<file path="config.mk">
export PLATFORM = sky130hd
export DESIGN_NAME = pm_alert_ctl
export DESIGN_NICKNAME = d
export VERILOG_FILES = /design/src/rtl/pm_alert_ctl.sv
export SDC_FILE = /design/constraint.sdc
export NUM_CORES = 1
export LEC_CHECK = 0
export BUFFER_PORTS_ARGS = -buffer_cell sky130_fd_sc_hd__buf_2
export CELL_PAD_IN_SITES_DETAIL_PLACEMENT = 0
export CELL_PAD_IN_SITES_GLOBAL_PLACEMENT = 1
export CORE_ASPECT_RATIO = 0.5
export CORE_MARGIN = 1
export CORE_UTILIZATION = 31
export CTS_BUF_LIST = sky130_fd_sc_hd__clkbuf_4
export CTS_CLUSTER_DIAMETER = 100
export CTS_CLUSTER_SIZE = 10
export DETAILED_ROUTE_END_ITERATION = 10
export PLACE_DENSITY = 0.75
export SYNTH_ARGS = -nofsm -noshare
export SYNTH_HDL_FRONTEND = slang
export SYNTH_SLANG_ARGS = --single-unit
</file>
<file path="constraint.sdc">
create_clock -name clk -period 1.1 [get_ports clk]
set_clock_uncertainty 0.1 [all_clocks]
set_input_delay 0.275 -clock clk [delete_from_list [all_inputs] [get_ports clk]]
set_output_delay 0.275 -clock clk [all_outputs]
set_load 0.01 [all_outputs]
</file>
<file path="src/rtl/pm_alert_ctl.sv">
module pm_alert_ctl #(
  parameter int W       = 32,
  parameter int FRZ_BIT = 0,
  parameter int FOC_BIT = 1,
  parameter int AEN_BIT = 2,
  parameter int AOC_BIT = 3
) (
  input  logic         clk,
  input  logic         rst_n,
  input  logic         cw_wr,
  input  logic [W-1:0] cw_wdata,
  input  logic         ovf_pulse,
  output logic [W-1:0] cw_rdata,
  output logic         frz_out,
  output logic         pm_irq
);

  logic [W-1:0] cw_q, cw_base, cw_d;
  logic         irq_q, irq_d;

  assign cw_base = cw_wr ? cw_wdata : cw_q;

  always_comb begin
    cw_d  = cw_base;
    irq_d = cw_wr ? cw_wdata[AOC_BIT] : irq_q;
    if (ovf_pulse) begin
      if (cw_base[FOC_BIT]) cw_d[FRZ_BIT] = 1'b1;
      if (cw_base[AEN_BIT]) begin
        cw_d[AEN_BIT] = 1'b0;
        cw_d[AOC_BIT] = 1'b1;
        irq_d         = 1'b1;
      end
    end
  end

  always_ff @(posedge clk or negedge rst_n) begin
    if (!rst_n) begin
      cw_q  <= '0;
      irq_q <= 1'b0;
    end else begin
      cw_q  <= cw_d;
      irq_q <= irq_d;
    end
  end

  assign cw_rdata = cw_q;
  assign frz_out  = cw_q[FRZ_BIT];
  assign pm_irq   = irq_q;

  p_alert_r5: assert property (@(posedge clk) disable iff (!rst_n)
    (ovf_pulse && !cw_wr && cw_rdata[AEN_BIT]) |=> (pm_irq && cw_rdata[AOC_BIT] && !cw_rdata[AEN_BIT]));

  p_noalert_r6: assert property (@(posedge clk) disable iff (!rst_n)
    (ovf_pulse && !cw_wr && !cw_rdata[AEN_BIT]) |=> ($stable(pm_irq) && $stable(cw_rdata[AOC_BIT])));

  p_freeze_r4: assert property (@(posedge clk) disable iff (!rst_n)
    (ovf_pulse && !cw_wr && cw_rdata[FOC_BIT]) |=> frz_out);

  p_wr_irq_r3: assert property (@(posedge clk) disable iff (!rst_n)
    (cw_wr && !ovf_pulse) |=> (pm_irq == $past(cw_wdata[AOC_BIT])));

  p_hold_r9: assert property (@(posedge clk) disable iff (!rst_n)
    (!cw_wr && !ovf_pulse) |=> ($stable(cw_rdata) && $stable(pm_irq)));

endmodule

</file>
==> flow_summary_export.csv, run 1 <==
group,metric,value,unit
floorplanning,width_of_the_chip,91.94,um
final_layout,syn2layout_area_growth,38.62,%
clock_network,cts_buffers,5,
worst_setup_path,timing.critical_path.max_delay_family,"flip-flops",
synth,synth_area_per_cell,16.50,um2
global_route,grt_start_max_net_pins,34,
worst_setup_path,worst_path_largest_cell_delay,0.40,ns
floorplanning,top_level_ports,70,
global_route,grt_pass1_wl,3.843,mm
sta,setup_viol,35,
clock_network,cts_resized,0,
sta,min_period,1.240,ns
worst_setup_path,critPathMaxFanout,3,
hold_path,timing.hold.worst.class,"in -> reg",
drt,firstDrtPassIters,3,
synth,syn_inst,76,
power_and_ir_drop,power.share.clock,25.4,%
drt,first_iter_violations,15,
floorplanning,core.rowCount,15,
sta,achievable-frequency,806.3,MHz
clock_network,clkSlewWorstSetupHoldPaths,0.10,ns
synth,synthTopCellsByArea,"dfrtp_1, mux2_2, mux2i_1",
final_layout,post_route_cells_drive_above_1_share,71.24,%
synth,synth_cell_type_count,12,
clock_network,cts_root_buf,"clkbuf_4",
power_and_ir_drop,power.net_switching,635.5,uW
run_status,violations,"setup timing",
global_route,gr-max-usage-layer,"met2",
power_and_ir_drop,power_frac_seq,56.0,%
worst_setup_path,kind_of_end_point_of_the_critical_path,"output port",
run_status,run_status,"finished, violations left",
floorplanning,fp.dieH,46.97,um
global_route,number_of_global_route_vias_before_repair,840,
synth,synth.top_cells.by_count,"dfrtp_1, mux2_2, buf_2, mux2i_1, o21ai_0",
synth,yosys_register_bits,33,
synth,synth_sequential_area_ratio,65.87,%
sta,totalNegativeSetupSlack,-4.031,ns
worst_setup_path,timing_worst_setup_path_type,"reg -> out",
final_layout,nets,189,
worst_setup_path,timing.critical_path.cells,"buf_2",
drt,vias,887,
worst_setup_path,critPathLaunchType,"flip-flop",
sta,fin_worst_hold_slack,0.03017,ns
global_route,grt_util_met3,3.883,%
clock_network,cts_tree,"done",
drt,post_drt_wl_per_cell,11.63,um
worst_setup_path,worst_ep_required_time,0.72,ns
power_and_ir_drop,power_per_cell_area,1428,nW/um2
sta,worst_max_slew_pin_slew,0.2362,ns
drt,postRouteAntennaNets,0,
global_route,antenna_found_initial,0,
clock_network,htree_levels,2,
place,gp_congestion,0.6437,
floorplanning,initial_core_util,34.43,%
synth,synthDominantAreaCellType,"dfrtp_1",
power_and_ir_drop,netSwitchingFraction,25.61,%
final_layout,fin_util,47.73,%
drt,drt_wl_total,2.373,mm
clock_network,cts_num_sinks,33,
synth,syn_nets,112,
global_route,met2_usage,21.04,%
clock_network,worstSkewPairLatency,0.32,ns
global_route,grt_util_met1,14.07,%
sta,worst_slack,-0.1403,ns
worst_setup_path,critical_path_buf_inv_count,1,
floorplanning,die-area,4318,um2
worst_setup_path,critical-path-slowest-cell,"dfrtp_1",
power_and_ir_drop,p_int,1846,uW
floorplanning,core_area,3641,um2
sta,timing_max_transition_violations_final,0,
place,hpwl,1.845,mm
sta,hold_viol,0,
place,dpl_worst_slack,-0.1222,ns
power_and_ir_drop,leakage_power_summed_over_all_cells,0.0008695,uW
power_and_ir_drop,power.combinational.fraction,18.6,%
sta,final.period_utilization,112.8,%
sta,timing.slew.headroom,83.80,%
drt,drt_drc_violations_left,0,
synth,netlist.area_leader.share,65.87,%
synth,asyncSetResetFlopFracSynth,100.0,%
worst_setup_path,critPathArrivalTime,0.87,ns
sta,grt_setup_unrepaired,"true",
clock_network,cts.path.max_buffers,2,
synth,yosysMostFrequentCell,"dfrtp_1",
synth,synth_top_flop_cell,"dfrtp_1",
final_layout,antennaDiodeCount,0,
final_layout,layout.filler_cells,343,
power_and_ir_drop,power,2481,uW
global_route,grt_overflow,0,
global_route,groute.usage.overall,12.07,%
drt,vias_per_cell,4.348,
flow_run,cap_violations,0,
place,place.port_buffers,69,
power_and_ir_drop,max-vdd-ir-drop,0.7793,mV
synth,edff_count_synth,0,
synth,post_synth_instance_area,1254,um2
synth,warning_count_from_the_yosys_run,0,
cells by family after synthesis:
| family | synth area share, % |
|---|---|
| compound gates | 1.597 |
| buf+inv | 2.994 |
| mux | 28.74 |
| flops | 65.87 |
| simple gates | 0.7984 |
cells in the final DEF, fill, tap and decap left out, drive strengths merged:
master       count
mux2            29
clkinv           1
a221o            1
clkbuf           6
inv              1
o21ai            2
dfrtp           33
mux2i            3
dlygate4sd3      1
nor2b            1
buf             74
nor2             1
stage by stage:
| stage | cells | cell area, um2 |
|---|---|---|
| after floorplan | 76 | 1254 |
| after global placement | 195 | 1672 |
| after global routing | 204 | 1738 |
| after detailed placement | 195 | 1672 |
| after CTS | 204 | 1738 |
| final | 204 | 1738 |
worst paths after layout:
kind	end	slack (ns)	cells after the start	from
setup / recovery	frz_out	-0.14	1	cw_rdata[0]
hold / removal	cw_rdata[2]	0.03	2	ovf_pulse
setup reg to reg	cw_rdata[0]	-0.05	2	cw_rdata[1]
hold reg to reg	cw_rdata[6]	0.41	1	cw_rdata[6]
max in group asynchronous	cw_rdata[15]	0.39	3	rst_n
min in group asynchronous	cw_rdata[13]	0.33	3	rst_n
what timing repair did:
| item | in CTS | in global routing |
|---|---|---|
| endpoints found under the setup margin | 35 | 35 |
| setup buffers | 1 | 0 |
| pin swaps | 0 | 0 |
| hold endpoints to repair | 33 | 0 |
| hold buffers | 1 | 0 |
layout make-up:
class / count / area, um2 / area share (%)
flip-flops and latches: 33 / 825.8 / 47.52
repair buffers: 75 / 405.4 / 23.33
multi-input cells: 37 / 390.4 / 22.46
well taps: 51 / 63.81 / 3.672
clock buffers: 6 / 45.04 / 2.592
clock inverters: 1 / 3.754 / 0.2160
inverters: 1 / 3.754 / 0.2160
power by group through the flow:
stage / Sequential, uW / Clock, uW / Combinational, uW
after floorplan: 1480 / 0 / 166
after global placement: 1410 / 0 / 459
after detailed placement: 1410 / 0 / 466
after CTS: 1390 / 681 / 474
after global routing: 1410 / 717 / 507
final: 1390 / 630 / 463
sequential cells by signal, summed over array words and instances (netlist names):
signal	flops
cw_rdata	32
pm_irq	1
layer usage:
metal	share of wire (%)	routed length, um
met5	0	0
met1	41	983
met3	4.3	102
met4	1.6	37
met2	53	1250
Note: power is estimated with default switching activity, not from simulation.
==> run 2: changes to the inputs <==
Settings changed: CTS_BUF_LIST sky130_fd_sc_hd__clkbuf_4 to sky130_fd_sc_hd__clkbuf_8, PLACE_DENSITY 0.75 to default, PLACE_DENSITY_LB_ADDON from default to 0.1.
==> flow_summary_export.csv, run 2 (synthesized netlist as in run 1, its figures left out) <==
group,metric,value,unit
run_status,run_status,"finished, violations left",
run_status,violations,"setup timing",
sta,timing_max_transition_violations_final,0,
place,hpwl,1.786,mm
clock_network,cts_tree,"done",
hold_path,timing.hold.worst.class,"in -> reg",
clock_network,clkSlewWorstSetupHoldPaths,0.06,ns
worst_setup_path,kind_of_end_point_of_the_critical_path,"output port",
floorplanning,core.rowCount,15,
clock_network,cts.path.max_buffers,2,
final_layout,most-common-layout-cells,"buf_2, dfrtp_1, mux2_2",
power_and_ir_drop,power.combinational.fraction,17.9,%
drt,first_iter_violations,19,
power_and_ir_drop,netSwitchingFraction,25.09,%
worst_setup_path,timing.critical_path.depth,1,
drt,firstDrtPassIters,4,
power_and_ir_drop,leakage_power_summed_over_all_cells,0.0009077,uW
hold_path,holdPathStages,2,
drt,drt_drc_violations_left,0,
final_layout,layout_commonest_cell,"buf_2",
worst_setup_path,critical_path_buf_inv_count,1,
place,placed_cell_area,1684,um2
worst_setup_path,timing.critical_path.max_delay_family,"flip-flops",
floorplanning,width_of_the_chip,91.94,um
clock_network,cts_root_buf,"clkbuf_8",
global_route,grt_start_max_net_pins,34,
sta,timing.slew.headroom,83.89,%
power_and_ir_drop,p_int,2042,uW
power_and_ir_drop,power.net_switching,684.0,uW
clock_network,cts_num_sinks,33,
drt,vias,900,
global_route,grt_overflow,0,
place,dpl_worst_slack,-0.1499,ns
drt,postRouteAntennaNets,0,
place,place.port_buffers,69,
worst_setup_path,timing_worst_setup_path_type,"reg -> out",
final_layout,fin_util,49.76,%
power_and_ir_drop,power_per_cell_area,1505,nW/um2
final_layout,nets,191,
floorplanning,die-area,4318,um2
final_layout,post_route_cells_drive_above_1_share,71.79,%
worst_setup_path,timing.critical_path.cells,"buf_2",
final_layout,antennaDiodeCount,0,
sta,grt_setup_unrepaired,"true",
final_layout,syn2layout_area_growth,44.51,%
sta,achievable-frequency,846.5,MHz
drt,vias_per_cell,4.348,
sta,worst_max_slew_pin_slew,0.2349,ns
global_route,antenna_found_initial,0,
clock_network,cts_buffers,5,
global_route,grt_pass1_wl,3.843,mm
flow_run,cap_violations,0,
power_and_ir_drop,power_frac_seq,51.1,%
worst_setup_path,critical-path-slowest-cell,"dfrtp_1",
sta,final.period_utilization,107.4,%
drt,post_drt_wl_per_cell,11.65,um
clock_network,worstSkewPairLatency,0.27,ns
power_and_ir_drop,max-vdd-ir-drop,0.5916,mV
final_layout,final_cell_area,1812,um2
floorplanning,top_level_ports,70,
power_and_ir_drop,power.share.clock,31.0,%
drt,drt_wl_total,2.411,mm
sta,worst_slack,-0.08134,ns
clock_network,htree_levels,2,
sta,hold_viol,0,
worst_setup_path,critPathMaxFanout,3,
power_and_ir_drop,power,2726,uW
worst_setup_path,reg2reg_depth,2,
place,gp_congestion,0.6206,
final_layout,largest_reg_flops,32,
floorplanning,core_area,3641,um2
worst_setup_path,critPathLaunchType,"flip-flop",
worst_setup_path,worst_path_largest_cell_delay,0.39,ns
sta,min_period,1.181,ns
worst_setup_path,worst_ep_required_time,0.72,ns
global_route,number_of_global_route_vias_before_repair,831,
sta,setup_viol,35,
global_route,groute.usage.overall,12.09,%
floorplanning,fp.dieH,46.97,um
floorplanning,initial_core_util,34.43,%
worst_setup_path,critPathArrivalTime,0.81,ns
==> run 2: what timing repair did <==
| action | 4_1_cts | 5_1_grt |
|---|---|---|
| hold buffers | 1 | 0 |
| hold endpoints to repair | 33 | 0 |
| gates resized for setup | 0 | 2 |
| setup endpoints to repair | 35 | 35 |
| pin swaps | 0 | 0 |
| buffers inserted | 1 | 2 |
==> run 2: cell type report <==
| class | count | area, um2 |
|---|---|---|
| sequential | 33 | 825.8 |
| multi-input combinational | 37 | 390.4 |
| clock inverter | 3 | 13.76 |
| fill | 368 | 1829 |
| clock buffer | 5 | 68.82 |
| timing repair buffer | 77 | 445.4 |
| inverter | 1 | 3.754 |
| tap | 51 | 63.81 |
==> run 2: routing by layer <==
metal	global-route usage (%)	vias to the layer above	routed length [um]
met3	5.502	3	230
li1	-	421	-
met5	0	-	0
met1	15.63	435	1064
met4	3.750	0	10
met2	18.66	41	1105
==> run 2: power by group through the flow <==
stage                     Combinational [uW]  Clock [uW]  Sequential (uW)
after CTS                                481         891             1390
final                                    488         846             1390
after floorplan                          166           0             1480
after global routing                     538         944             1410
after global placement                   470           0             1410
after detailed placement                 472           0             1410
==> run 2: per-stage QoR <==
step / setup TNS [ns] / hold WS [ns] / instances
final: -2.197 / 0.08231 / 207
after global routing: -3.590 / 0.07717 / 207
after CTS: -2.769 / 0.06965 / 205
after detailed placement: -2.891 / 0.1435 / 195
after global placement: -2.585 / 0.1507 / 195
after floorplan: -1.118 / -0.1206 / 76
==> run 2: path summary, 6_finish.rpt <==
check | endpoint | slack, ns | start
min | cw_rdata[2] | 0.08 | ovf_pulse
min in group asynchronous | cw_rdata[3] | 0.38 | rst_n
min reg2reg | cw_rdata[3] | 0.39 | cw_rdata[3]
max reg2reg | cw_rdata[0] | -0.06 | cw_rdata[1]
max in group asynchronous | cw_rdata[4] | 0.35 | rst_n
max | cw_rdata[0] | -0.08 | cw_rdata[0]
==> run 3: changes to the inputs <==
Settings changed: CORE_MARGIN 1 to 3, CORE_UTILIZATION 31 to 30, CTS_BUF_LIST sky130_fd_sc_hd__clkbuf_8 to default.
==> flow_summary_export.csv, run 3 (synthesized netlist as in run 1, its figures left out) <==
group,metric,value,unit
place,placed_cell_area,1677,um2
global_route,grt_start_max_net_pins,26,
run_status,violations,"setup timing",
power_and_ir_drop,max-vdd-ir-drop,0.5217,mV
global_route,groute.usage.overall,11.23,%
final_layout,fin_util,48.55,%
clock_network,cts_root_buf,"clkbuf_8",
clock_network,htree_levels,2,
run_status,run_status,"finished, violations left",
worst_setup_path,critical-path-slowest-cell,"dfrtp_1",
power_and_ir_drop,power_per_cell_area,1519,nW/um2
power_and_ir_drop,netSwitchingFraction,25.31,%
final_layout,layout.filler_cells,345,
sta,timing_max_transition_violations_final,0,
final_layout,final-instance-count-excl-fill,206,
drt,firstDrtPassIters,2,
worst_setup_path,worst_ep_required_time,0.72,ns
drt,drt_drc_violations_left,0,
power_and_ir_drop,power.net_switching,693.9,uW
power_and_ir_drop,power.combinational.fraction,17.8,%
final_layout,antennaDiodeCount,0,
clock_network,cts_buffers,5,
drt,drt_wl_total,2.586,mm
clock_network,cts_num_sinks,33,
global_route,grt_overflow,0,
floorplanning,die-area,5038,um2
clock_network,cts_tree,"done",
worst_setup_path,critical_path_buf_inv_count,1,
final_layout,nets,190,
worst_setup_path,worst_path_largest_cell_delay,0.39,ns
floorplanning,top_level_ports,70,
sta,final.period_utilization,107.1,%
final_layout,syn2layout_area_growth,43.91,%
flow_run,cap_violations,0,
final_layout,regArea,825.8,um2
global_route,antenna_found_initial,0,
place,hpwl,1.909,mm
worst_setup_path,critPathMaxFanout,2,
worst_setup_path,kind_of_end_point_of_the_critical_path,"output port",
floorplanning,width_of_the_chip,97.42,um
clock_network,clkSlewWorstSetupHoldPaths,0.07,ns
clock_network,cts.path.max_buffers,2,
worst_setup_path,critPathArrivalTime,0.80,ns
drt,post_drt_wl_per_cell,12.55,um
final_layout,largest_reg_flops,32,
sta,setup_viol,35,
sta,worst_max_slew_pin_slew,0.2353,ns
global_route,number_of_global_route_vias_before_repair,953,
worst_setup_path,critPathLaunchType,"flip-flop",
floorplanning,initial_core_util,33.74,%
sta,hold_viol,0,
global_route,gr-max-usage-layer,"met2",
global_route,met2_usage,19.05,%
drt,vias,892,
final_layout,most-common-layout-cells,"buf_2, dfrtp_1, mux2_2",
sta,achievable-frequency,848.9,MHz
drt,postRouteAntennaNets,0,
power_and_ir_drop,power_frac_seq,50.7,%
drt,first_iter_violations,20,
worst_setup_path,timing.critical_path.cells,"buf_2",
global_route,grt_pass1_wl,4.291,mm
power_and_ir_drop,power,2741,uW
global_route,grt_util_met1,12.31,%
final_layout,post_route_cells_drive_above_1_share,71.61,%
worst_setup_path,timing_worst_setup_path_type,"reg -> out",
power_and_ir_drop,p_int,2047,uW
hold_path,timing.hold.worst.class,"in -> reg",
final_layout,multi_input_area,390.4,um2
sta,min_period,1.178,ns
power_and_ir_drop,power.share.clock,31.5,%
sta,grt_setup_unrepaired,"true",
clock_network,worstSkewPairLatency,0.27,ns
sta,worst_slack,-0.07807,ns
sta,timing.slew.headroom,83.87,%
drt,vias_per_cell,4.330,
floorplanning,core_area,3716,um2
place,gp_congestion,0.7333,
final_layout,final_cell_area,1804,um2
floorplanning,fp.dieH,51.71,um
final_layout,layout_commonest_cell,"buf_2",
place,number_of_placed_instances_with_taps_included,194,
place,place.port_buffers,69,
floorplanning,core.rowCount,15,
worst_setup_path,timing.critical_path.max_delay_family,"flip-flops",
power_and_ir_drop,leakage_power_summed_over_all_cells,0.0008992,uW
global_route,grt_util_met3,5.756,%
## run 3: cell types whose count changed in the layout (fill, tap and decap cells not counted), sizes merged
cell and change:
buf -1, clkbuf +1, inv -1
## run 3: area by class of cell
| type | count | area share (%) |
|---|---|---|
| sequential | 33 | 45.77 |
| timing repair buffer | 76 | 24.27 |
| multi-input combinational | 37 | 21.64 |
| clock buffer | 6 | 4.022 |
| tap | 51 | 3.537 |
| clock inverter | 2 | 0.5548 |
| inverter | 1 | 0.2080 |
## run 3: final timing paths
| check | from | end | slack, ns | cells past startpoint |
|---|---|---|---|---|
| min in group asynchronous | rst_n | cw_rdata[22] | 0.28 | 2 |
| worst min-delay path | ovf_pulse | cw_rdata[2] | 0.09 | 2 |
| max in group asynchronous | rst_n | cw_rdata[14] | 0.22 | 3 |
| worst max-delay path | pm_irq | pm_irq | -0.08 | 1 |
| worst min register to register | cw_rdata[4] | cw_rdata[4] | 0.40 | 1 |
| worst max register to register | cw_rdata[1] | cw_rdata[0] | -0.05 | 2 |
## run 3: power groups by stage
stage	Sequential (uW)	Clock, uW	Combinational, uW
after floorplan	1480	0	166
after global placement	1410	0	470
after detailed placement	1410	0	474
after CTS	1390	908	492
final	1390	863	487
after global routing	1410	967	535
## run 3: metrics by stage
step           setup TNS, ns  worst slack, ns  hold slack (ns)
2_1_floorplan         -1.118         -0.07725          -0.1206
3_3_place_gp          -2.679          -0.1263          0.05108
3_5_place_dp          -2.928          -0.1379          0.04643
4_1_cts               -2.786         -0.09280          0.07966
5_1_grt               -3.723          -0.1233          0.09295
6_report              -2.193         -0.07807          0.09141
## run 3: metal layers
layer | up-vias | routed length [um]
li1 | 422 | -
met1 | 429 | 1074
met2 | 39 | 1233
met3 | 2 | 266
met4 | 0 | 11
met5 | - | 0
## run 3: repair_timing
| item | in CTS | in global routing |
|---|---|---|
| buffers inserted | 3 | 0 |
| hold buffers | 1 | 0 |
| setup endpoints to repair | 35 | 35 |
| resized for setup | 0 | 2 |
| endpoints found under the hold margin | 13 | 0 |
